[src/rtl/pbsad_pkg.sv]
package pbsad_pkg;

   typedef enum logic [1:0] {
      OP_NONE    = 2'd0,
      OP_ABSDIFF = 2'd1,
      OP_AVG     = 2'd2,
      OP_ABSACC  = 2'd3
   } pbsad_op_e;

   localparam logic [5:0] MAJOR_OPC  = 6'b011110;
   localparam logic [5:0] FN_ABSDIFF = 6'b001001;
   localparam logic [5:0] FN_AVG     = 6'b001000;
   localparam logic [5:0] FN_ABSACC  = 6'b110101;

endpackage

[src/rtl/pbsad_decode.sv]
module pbsad_decode
   import pbsad_pkg::*;
#(
   parameter int STATUS_W     = 32,
   parameter int MEDIA_EN_BIT = 24,
   parameter int EXT_EN_BIT   = 16
) (
   input  logic                issue_valid,
   input  logic [31:0]         insn,
   input  logic                cop_usable,
   input  logic [STATUS_W-1:0] status,
   output pbsad_op_e           op,
   output logic                exc_cu,
   output logic                exc_mx,
   output logic                exc_ri
);

   logic [5:0] opc_f;
   logic [4:0] fmt_f;
   logic [5:0] fn_f;
   pbsad_op_e  op_raw;
   logic       hit;
   logic       fmt_bad;
   logic       ext_off;
   logic       unused_fields;

   assign opc_f = insn[31:26];
   assign fmt_f = insn[25:21];
   assign fn_f  = insn[5:0];

   always_comb begin
      op_raw = OP_NONE;
      if (issue_valid && opc_f == MAJOR_OPC) begin
         case (fn_f)
            FN_ABSDIFF: op_raw = OP_ABSDIFF;
            FN_AVG:     op_raw = OP_AVG;
            FN_ABSACC:  op_raw = OP_ABSACC;
            default:    op_raw = OP_NONE;
         endcase
      end
   end

   assign hit     = (op_raw != OP_NONE);
   assign fmt_bad = fmt_f[0];
   assign ext_off = ~status[EXT_EN_BIT];

   // Priority chain: usable, media enable, then extension/format.
   assign exc_cu = hit && !cop_usable;
   assign exc_mx = hit && cop_usable && !status[MEDIA_EN_BIT];
   assign exc_ri = hit && cop_usable && status[MEDIA_EN_BIT] && (ext_off || fmt_bad);

   assign op = (exc_cu || exc_mx || exc_ri) ? OP_NONE : op_raw;

   assign unused_fields = ^{insn[20:6], fmt_f[4:1], status};

endmodule

[src/rtl/pbsad_lane.sv]
module pbsad_lane #(
   parameter int LANE_W = 8
) (
   input  logic [LANE_W-1:0] a,
   input  logic [LANE_W-1:0] b,
   output logic [LANE_W-1:0] diff,
   output logic [LANE_W-1:0] avg
);

   localparam int SUM_W = LANE_W + 1;

   logic [SUM_W-1:0] sum_w;
   logic             a_ge_b;

   assign a_ge_b = (a >= b);
   assign diff   = a_ge_b ? (a - b) : (b - a);
   assign sum_w  = {1'b0, a} + {1'b0, b} + SUM_W'(1);
   assign avg    = sum_w[SUM_W-1:1];

endmodule

[src/rtl/pbsad_acc.sv]
module pbsad_acc #(
   parameter int LANES  = 8,
   parameter int LANE_W = 8,
   parameter int ACC_W  = 24
) (
   input  logic                    clk,
   input  logic                    rst,
   input  logic                    acc_en,
   input  logic [LANES*LANE_W-1:0] diff_flat,
   output logic [LANES*ACC_W-1:0]  acc_q
);

   for (genvar i = 0; i < LANES; i++) begin : g_lane
      logic [ACC_W-1:0] acc_r;
      logic [ACC_W-1:0] incr;

      assign incr = ACC_W'(diff_flat[i*LANE_W +: LANE_W]);

      always_ff @(posedge clk) begin
         if (rst)
            acc_r <= '0;
         else if (acc_en)
            acc_r <= acc_r + incr;
      end

      assign acc_q[i*ACC_W +: ACC_W] = acc_r;
   end

   // state held when no accepted accumulate
   assert_acc_hold_R10: assert property (@(posedge clk) disable iff (rst)
      !acc_en |=> $stable(acc_q));

   // first cycle out of reset sees cleared lanes
   assert_acc_cleared_R10: assert property (@(posedge clk) disable iff (rst)
      $past(rst) |-> (acc_q == '0));

endmodule

[src/rtl/pbsad_unit.sv]
module pbsad_unit
   import pbsad_pkg::*;
#(
   parameter int LANES        = 8,
   parameter int LANE_W       = 8,
   parameter int ACC_W        = 24,
   parameter int STATUS_W     = 32,
   parameter int MEDIA_EN_BIT = 24,
   parameter int EXT_EN_BIT   = 16,
   localparam int DATA_W      = LANES * LANE_W,
   localparam int ACC_FLAT_W  = LANES * ACC_W
) (
   input  logic                  clk,
   input  logic                  rst,
   input  logic                  issue_valid,
   input  logic [31:0]           insn,
   input  logic [DATA_W-1:0]     opnd_a,
   input  logic [DATA_W-1:0]     opnd_b,
   input  logic                  cop_usable,
   input  logic [STATUS_W-1:0]   status,
   output logic [DATA_W-1:0]     res_data,
   output logic                  res_we,
   output logic [ACC_FLAT_W-1:0] acc_q,
   output logic                  exc_cop_unusable,
   output logic                  exc_media_off,
   output logic                  exc_reserved
);

   if (ACC_W <= LANE_W) begin : g_chk_acc
      $error("pbsad_unit: ACC_W must exceed LANE_W");
   end
   if (DATA_W != 64) begin : g_chk_data
      $error("pbsad_unit: LANES*LANE_W must be 64");
   end
   if (MEDIA_EN_BIT >= STATUS_W || EXT_EN_BIT >= STATUS_W) begin : g_chk_bits
      $error("pbsad_unit: enable bit outside status word");
   end
   if (MEDIA_EN_BIT == EXT_EN_BIT) begin : g_chk_dup
      $error("pbsad_unit: enable bits must differ");
   end

   pbsad_op_e         op;
   logic [DATA_W-1:0] diff_flat;
   logic [DATA_W-1:0] avg_flat;
   logic              acc_en;

   pbsad_decode #(
      .STATUS_W     (STATUS_W),
      .MEDIA_EN_BIT (MEDIA_EN_BIT),
      .EXT_EN_BIT   (EXT_EN_BIT)
   ) u_dec (
      .issue_valid (issue_valid),
      .insn        (insn),
      .cop_usable  (cop_usable),
      .status      (status),
      .op          (op),
      .exc_cu      (exc_cop_unusable),
      .exc_mx      (exc_media_off),
      .exc_ri      (exc_reserved)
   );

   for (genvar i = 0; i < LANES; i++) begin : g_lane
      logic [LANE_W-1:0] la, lb, lo, hi;
      assign la = opnd_a[i*LANE_W +: LANE_W];
      assign lb = opnd_b[i*LANE_W +: LANE_W];

      pbsad_lane #(.LANE_W(LANE_W)) u_lane (
         .a    (la),
         .b    (lb),
         .diff (diff_flat[i*LANE_W +: LANE_W]),
         .avg  (avg_flat[i*LANE_W +: LANE_W])
      );

      assign lo = (la < lb) ? la : lb;
      assign hi = (la < lb) ? lb : la;

      // difference spans exactly from the smaller to the larger byte
      assert_diff_span_R2: assert property (@(posedge clk) disable iff (rst)
         (LANE_W'(lo + diff_flat[i*LANE_W +: LANE_W]) == hi));

      // average never leaves the operand interval
      assert_avg_bounded_R3: assert property (@(posedge clk) disable iff (rst)
         (avg_flat[i*LANE_W +: LANE_W] >= lo) && (avg_flat[i*LANE_W +: LANE_W] <= hi));
   end

   always_comb begin
      case (op)
         OP_ABSDIFF: res_data = diff_flat;
         OP_AVG:     res_data = avg_flat;
         default:    res_data = '0;
      endcase
   end

   assign res_we = (op == OP_ABSDIFF) || (op == OP_AVG);
   assign acc_en = (op == OP_ABSACC);

   pbsad_acc #(
      .LANES  (LANES),
      .LANE_W (LANE_W),
      .ACC_W  (ACC_W)
   ) u_acc (
      .clk       (clk),
      .rst       (rst),
      .acc_en    (acc_en),
      .diff_flat (diff_flat),
      .acc_q     (acc_q)
   );

   // only one exception line at a time
   assert_single_exc_R9: assert property (@(posedge clk) disable iff (rst)
      $onehot0({exc_cop_unusable, exc_media_off, exc_reserved}));

   // an excepting instruction never writes
   assert_no_write_on_exc_R9: assert property (@(posedge clk) disable iff (rst)
      (exc_cop_unusable || exc_media_off || exc_reserved) |-> !res_we);

   // lower exceptions only when the coprocessor is usable
   assert_cu_first_R5: assert property (@(posedge clk) disable iff (rst)
      (exc_media_off || exc_reserved) |-> cop_usable);

   // reserved exception only once media enable is set
   assert_media_before_ri_R6: assert property (@(posedge clk) disable iff (rst)
      exc_reserved |-> status[MEDIA_EN_BIT]);

   // the accumulate form writes no destination
   assert_acc_no_write_R4: assert property (@(posedge clk) disable iff (rst)
      (issue_valid && insn[5:0] == FN_ABSACC) |-> !res_we);

endmodule

[config.mk]
export PLATFORM = sky130hd
export DESIGN_NAME = pbsad_unit
export DESIGN_NICKNAME = d
export VERILOG_FILES = /design/src/rtl/pbsad_pkg.sv /design/src/rtl/pbsad_decode.sv /design/src/rtl/pbsad_lane.sv /design/src/rtl/pbsad_acc.sv /design/src/rtl/pbsad_unit.sv
export SDC_FILE = /design/constraint.sdc
export NUM_CORES = 1
export LEC_CHECK = 0
export BUFFER_PORTS_ARGS = -buffer_cell sky130_fd_sc_hd__buf_2
export CELL_PAD_IN_SITES_DETAIL_PLACEMENT = 0
export CELL_PAD_IN_SITES_GLOBAL_PLACEMENT = 2
export CORE_ASPECT_RATIO = 2
export CORE_UTILIZATION = 32
export DETAILED_ROUTE_END_ITERATION = 6
export GPL_TIMING_DRIVEN = 1
export HOLD_SLACK_MARGIN = 0.12
export PLACE_DENSITY_LB_ADDON = 0.1
export SETUP_SLACK_MARGIN = 0.4
export SLEW_MARGIN = 15
export SYNTH_ARGS = -nofsm -noshare
export SYNTH_HDL_FRONTEND = slang
export SYNTH_SLANG_ARGS = --single-unit
[constraint.sdc]
create_clock -name clk -period 5.8 [get_ports clk]
set_input_delay 0.29 -clock clk [delete_from_list [all_inputs] [get_ports clk]]
set_output_delay 0.29 -clock clk [all_outputs]
set_load 0.02 [all_outputs]
## After elaboration in Yosys (flattened, before gate mapping)

Cells that the tools add are included.

| word-level totals | value |
|---|---|
| bits in registers | 192 |
| bits in writable memories | 0 |
| latch bits | 0 |
| bits in read-only memories | 0 |
| logic and storage cells | 89 |
| memories kept | 0 |
| output and inout bits | 260 |

| cells by class | value |
|---|---|
| bitwise gates (word level) | 1 |
| div/mod/pow operators | 0 |
| multiplexer cells | 12 |
| add/sub/neg operators | 40 |
| shift-type cells | 0 |
| reduce and logical (&&, ||, !) cells | 13 |
| multiply operators | 0 |
| eq/ne operators | 7 |
| $lt $le $gt $ge | 8 |

Operators by type and width:

| kind | number |
|---|---|
| adder 24 x 8 -> 24 bit | 8 |
| case mux 64 bit (2 select lines) | 1 |
| subtractor 8 bit | 16 |
| adder 8 x 8 -> 9 bit | 8 |
| adder 9 x 1 -> 9 bit (second input constant) | 8 |
| greater-or-equal comparator 8 bit | 8 |
| two-way mux 8 bit | 8 |
| == test 6 x 4 -> 1 bit (second input constant) | 2 |
| == test 6 x 5 -> 1 bit (second input constant) | 1 |
| == test 6 bit (second input constant) | 1 |
| logical AND 1 bit | 6 |
| case mux 2 bit (3 select lines) | 1 |
| == test 2 bit (second input constant) | 2 |
| logical OR 1 bit | 4 |
| two-way mux 2 bit | 2 |
| == test 2 x 1 -> 1 bit (second input constant) | 1 |
| logical NOT 1 bit | 2 |
| nonzero test 2 bit | 1 |
| inverter 1 bit | 1 |

## Longest topological paths before layout

| logic depth | value |
|---|---|
| depth after elaboration | 11 |
| mapped depth | 20 |

## Cells and area by module

A second synthesis with hierarchy kept.

| unflattened totals | value |
|---|---|
| cell total of the unflattened synthesis | 2,410 |
| area total of the unflattened synthesis | 19,820.3 sq um |

By module, submodules not included:

| module | instances | seq. area each (sq um) | cells an instance | area each (sq um) |
|---|---|---|---|---|
| pbsad_acc | 1 | 3,843.7 | 1,260 | 10,725.3 |
| pbsad_lane (g_lane[0].u_lane ...) | 4 | 0.0 | 120 | 974.7 |
| pbsad_lane (g_lane[6].u_lane ...) | 2 | 0.0 | 124 | 987.2 |
| pbsad_unit | 1 | 0.0 | 155 | 1,083.5 |
| pbsad_lane (g_lane[5].u_lane) | 1 | 0.0 | 131 | 1,038.5 |
| pbsad_lane (g_lane[4].u_lane) | 1 | 0.0 | 121 | 949.7 |
| pbsad_decode | 1 | 0.0 | 15 | 150.1 |

## Worst setup path before layout

No wires, ideal clock.

| timing path | value |
|---|---|
| kind | input to register |
| start point | input port opnd_a[40] |
| end point | register u_acc.g_lane[5].acc_r[17] |
| arrival | 4,016 ps |
| path slack | 1,657 ps |
| stages on the path | 18 |
| cells stage by stage | inv_1 ha_1 inv_1 fa_1 a21o_1 a21oi_2 nand2_2 a311oi_4 mux2i_1 inv_1 ha_1 a21o_1 a21o_1 a2111oi_0 nor3b_1 nor2b_1 xnor2_1 nor2_1 |

| on the way | value |
|---|---|
| longest elaborated chain between the ends | 3 |
| elaborated cells between the ends (all ways) | 5 |
| those cells by class | 3 x add/sub; 1 x order compare; 1 x mux |

Ends and longest elaborated chain:

| item | line | RTL |
|---|---|---|
| start: declaration | pbsad_unit.sv:17 | `input logic [DATA_W-1:0] opnd_a,` |
| subtractor 8 bit / greater-or-equal comparator 8 bit (equally long branches) | pbsad_lane.sv:16, pbsad_lane.sv:15 |  |
| two-way mux 8 bit (*) | pbsad_lane.sv:16 | `assign diff = a_ge_b ? (a - b) : (b - a);` |
| adder 24 x 8 -> 24 bit (*) | pbsad_acc.sv:23 | `acc_r <= acc_r + incr;` |
| end signal: assignment | pbsad_acc.sv:23 |  |
| end: declaration | pbsad_acc.sv:14 | `logic [ACC_W-1:0] acc_r;` |

Mark *: on every way between the ends. The rest lies on a longest branch, timed or not.
A chain may end at the register's enable or synchronous reset.

## Worst setup path after layout

| timing path | value |
|---|---|
| start point | input port opnd_a[24] |
| end point | register u_acc.g_lane[3].acc_r[9] |

| on the way | value |
|---|---|
| longest elaborated chain between the ends | 3 |
| elaborated cells between the ends (all ways) | 5 |
| those cells by class | 3 x add/sub; 1 x order compare; 1 x mux |

Ends and longest elaborated chain:

| item | line |
|---|---|
| subtractor 8 bit / greater-or-equal comparator 8 bit (equally long branches) | pbsad_lane.sv:16, pbsad_lane.sv:15 |
| two-way mux 8 bit (*) | pbsad_lane.sv:16 |
| adder 24 x 8 -> 24 bit (*) | pbsad_acc.sv:23 |
| end signal: assignment | pbsad_acc.sv:23 |
| end: declaration | pbsad_acc.sv:14 |

Marks and branches as above.

==> results.md <==
- Die Span X: 173 um
- Worst Setup EP: u_acc.g_lane[3].acc_r[9]$_SDFFE_PP0N_
- R2R Path End: u_acc.g_lane[1].acc_r[14]$_SDFFE_PP0N_
- Router iterations before antenna repair: 5
- CTS Buf Count: 17
- Max Slew Vio Count: 0
- Vias in the first global route: 17800
- Largest net degree at the start of global routing: 88
- Max IR drop VDD: 0.203 mV
- Most common cell after layout, fill and taps aside: buf_2
- Post-cts resize count: 0
- Rel. slew slack: 21.0%
- FP Rows: 125
- PortBufs: 406
- R2r setup slk: 2.85 ns
- Most flop-heavy register: u_acc.g_lane.acc_r
- Starting DRT DRC Count: 724
- Sum Neg Setup Slack: 0 ns
- Crit-path max cell delay: 0.74 ns
- Worst setup path category: input pin to flop
- Largest regs: u_acc.g_lane.acc_r: 192 flops
- Layout cells sized above 1: 18.1%
- Startpoint Class: input pin
- # fillers: 6222
- EDFF count, synth: 0
- Worst Tran Pin Value: 1.18 ns
- Post-CTS setup buffer count: 0
- CTS tree: yes
- Logic pwr share: 34.1%
- Total clock sinks: 192
- Largest register FFs: 192
- Sequential share of power: 34.2%
- P&R area growth vs syn: 17.6%
- Final Util: 38.2%
- WP data arrival: 4.90 ns
- Htree depth: 4
- Min Clock Period, post-route: 4.58 ns
- Routed length per instance: 18.6 um
- CP max FO: 8
- # nets final: 3177
- Status: complete, no violations
- Clock power frac: 31.6%
- Synth Instances: 2350
- Avg Inst Size Synth: 8.01 sq um
- Syn nets: 2830
- DR DRC count: 0
- Power Internal: 2.45 mW
- Skew final: 0.0106 ns
- DRT Wirelength: 64800 um
- Synth unique cells: 79
- CP max stage cell: a2111oi_0
- Hold_buf cts: 0
- CTS Buffer Depth: 2
- Clk slew on worst S/H paths: 0.08 ns
- Prevailing post-synth register cell: dfxtp_1
- Total power: 3.84 mW
- Routed Antenna Nets: 0
- First-pass GRT wire length: 98900 um
- Unrepaired setup endpoints after global routing: false
- Seq/Total Area, Yosys: 20.4%
- Final setup viols: 0
- Worst Setup End Kind: flop
- Die H: 345 um
- F_max: 218 MHz
- I/O pin cnt: 456
- CTS Root Cell: clkbuf_16
- PD cells: 174 mW/mm^2
- Global Route Usage Sum: 21.2%
- Most frequent cells in the layout: 405 x buf_2, 251 x ha_1, 236 x inv_1
- Switching share of power: 36.2%
- Maxcap violations: 0
- CP cell instances: buf_2, inv_1, ha_1, inv_1, fa_1, a21o_1, a21oi_1, a31oi_1, o31ai_4, mux2i_1, inv_1, ha_1, a21o_1, a21o_1, a2111oi_0, o31ai_1, buf_4, nand3_1, xor2_1, nor2_1
- #FFs+latches synth: 192
- Routed via count: 18000
- Worst Hold Class: input pin to flop
- Via/cell ratio: 5.16
- Crit path launch: opnd_a[24]
- FF-to-FF Start: u_acc.g_lane[1].acc_r[0]$_SDFFE_PP0N_
- Total leakage power: 10.5 nW
- Detailed Place HPWL: 53000 um
- Grt ovf: 0
- Tcrit/Tclk final: 78.9%
- Placer congestion estimate: 0.868
- Synth warn: 0
- Ys async rst share: 0%
- Mapped Area: 0.0188 sq mm
- Fin. Hold Viols: 0
- Worst-skew pair later-pin latency: 0.48 ns
- Die Area: 0.0599 sq mm
- Initial antenna violation count: 19
- Reg2Reg Depth: 10
- Starting Density: 32.4%
- Core Box Area: 0.0580 sq mm
- CP required: 6.12 ns
- Net Sw Power: 1.39 mW
through the flow:
step / setup slack, ns / hold WS [ns] / cells / area (sq um)
final: 1.22 / 0.192 / 3478 / 22100
after global routing: 0.833 / 0.198 / 3475 / 22100
after CTS: 1.29 / 0.175 / 3471 / 22100
after detailed placement: 0.791 / 0.472 / 3440 / 21600
after global placement: 0.790 / 0.457 / 3440 / 21600
after floorplan: 1.66 / 0.551 / 2350 / 18800
power by group through the flow:
stage	clock network [mW]	logic (mW)	registers, mW
floorplan	0	0.949	1.35
global placement	0	1.30	1.35
detailed placement	0	1.32	1.35
CTS	1.27	1.32	1.32
global route	1.31	1.46	1.32
finish	1.22	1.31	1.32
metal layers:
| metal | vias to the layer above | global-route usage (%) | share of wire [%] | wire length, um |
|---|---|---|---|---|
| met5 | - | 0 | 0.24 | 158 |
| met4 | 22 | 6.97 | 2.6 | 1660 |
| met3 | 90 | 5.47 | 6.0 | 3890 |
| met2 | 456 | 37.9 | 49 | 31800 |
| met1 | 8502 | 24.4 | 42 | 27300 |
| li1 | 8888 | - | - | - |
cell type report:
class / instances / area, sq um / area share, %
Multi-Input combinational cell: 1823 / 13700 / 61.8
Clock inverter: 12 / 126 / 0.571
Tap cell: 762 / 953 / 4.31
Antenna cell: 7 / 17.5 / 0.0791
Timing Repair Buffer: 425 / 2180 / 9.85
Inverter: 238 / 893 / 4.03
Sequential cell: 192 / 3840 / 17.4
Clock buffer: 19 / 443 / 2.00
Yosys cell counts, types with 24 or more instances:
cell type / n / area, sq um
a211oi_1: 34 / 255
a21o_1: 46 / 345
a21oi_1: 180 / 901
a22o_1: 27 / 236
clkbuf_1: 69 / 259
dfxtp_1: 192 / 3840
fa_1: 32 / 641
ha_1: 252 / 3150
inv_1: 237 / 890
mux2i_1: 67 / 671
nand2_1: 133 / 499
nand2b_1: 25 / 156
nand3_1: 53 / 265
nand4_1: 24 / 150
nor2_1: 219 / 822
nor2b_1: 33 / 206
nor3_1: 32 / 160
o21ai_0: 87 / 435
o21bai_1: 46 / 345
or3_1: 28 / 175
xnor2_1: 112 / 981
xor2_1: 94 / 823
worst min-delay path by stage:
stage / slack (ns) / from / cells after the start / to
after floorplan: 0.55 / u_acc.g_lane[6].acc_r[23]$_SDFFE_PP0N_ / 2 / u_acc.g_lane[6].acc_r[23]$_SDFFE_PP0N_
after global placement: 0.46 / u_acc.g_lane[7].acc_r[23]$_SDFFE_PP0N_ / 2 / u_acc.g_lane[7].acc_r[23]$_SDFFE_PP0N_
after detailed placement: 0.47 / u_acc.g_lane[6].acc_r[23]$_SDFFE_PP0N_ / 2 / u_acc.g_lane[6].acc_r[23]$_SDFFE_PP0N_
after CTS: 0.17 / rst / 2 / u_acc.g_lane[7].acc_r[13]$_SDFFE_PP0N_
after global routing: 0.20 / rst / 2 / u_acc.g_lane[4].acc_r[7]$_SDFFE_PP0N_
final: 0.19 / rst / 2 / u_acc.g_lane[7].acc_r[13]$_SDFFE_PP0N_
worst max-delay path: cells and delay by family:
kind / cells / cell delay, ns
buffers and inverters: 5 / 0.54
XOR/XNOR: 1 / 0.16
AND/OR/NAND/NOR: 2 / 0.15
AO/OA/AOI/OAI: 8 / 2.45
adder cells (fa/ha/maj): 3 / 0.83
multiplexers: 1 / 0.46
cells by family after synthesis:
kind of cell | after synthesis | synth area share (%)
AOI/OAI and AO/OA | 609 | 21.8
muxes | 73 | 3.92
adders and majority gates | 284 | 20.2
buffers and inverters | 335 | 7.03
and+or+nand+nor | 650 | 17.0
DFF | 192 | 20.4
xor gates and xnor gates | 207 | 9.67
(Power assumes the default switching activity.)
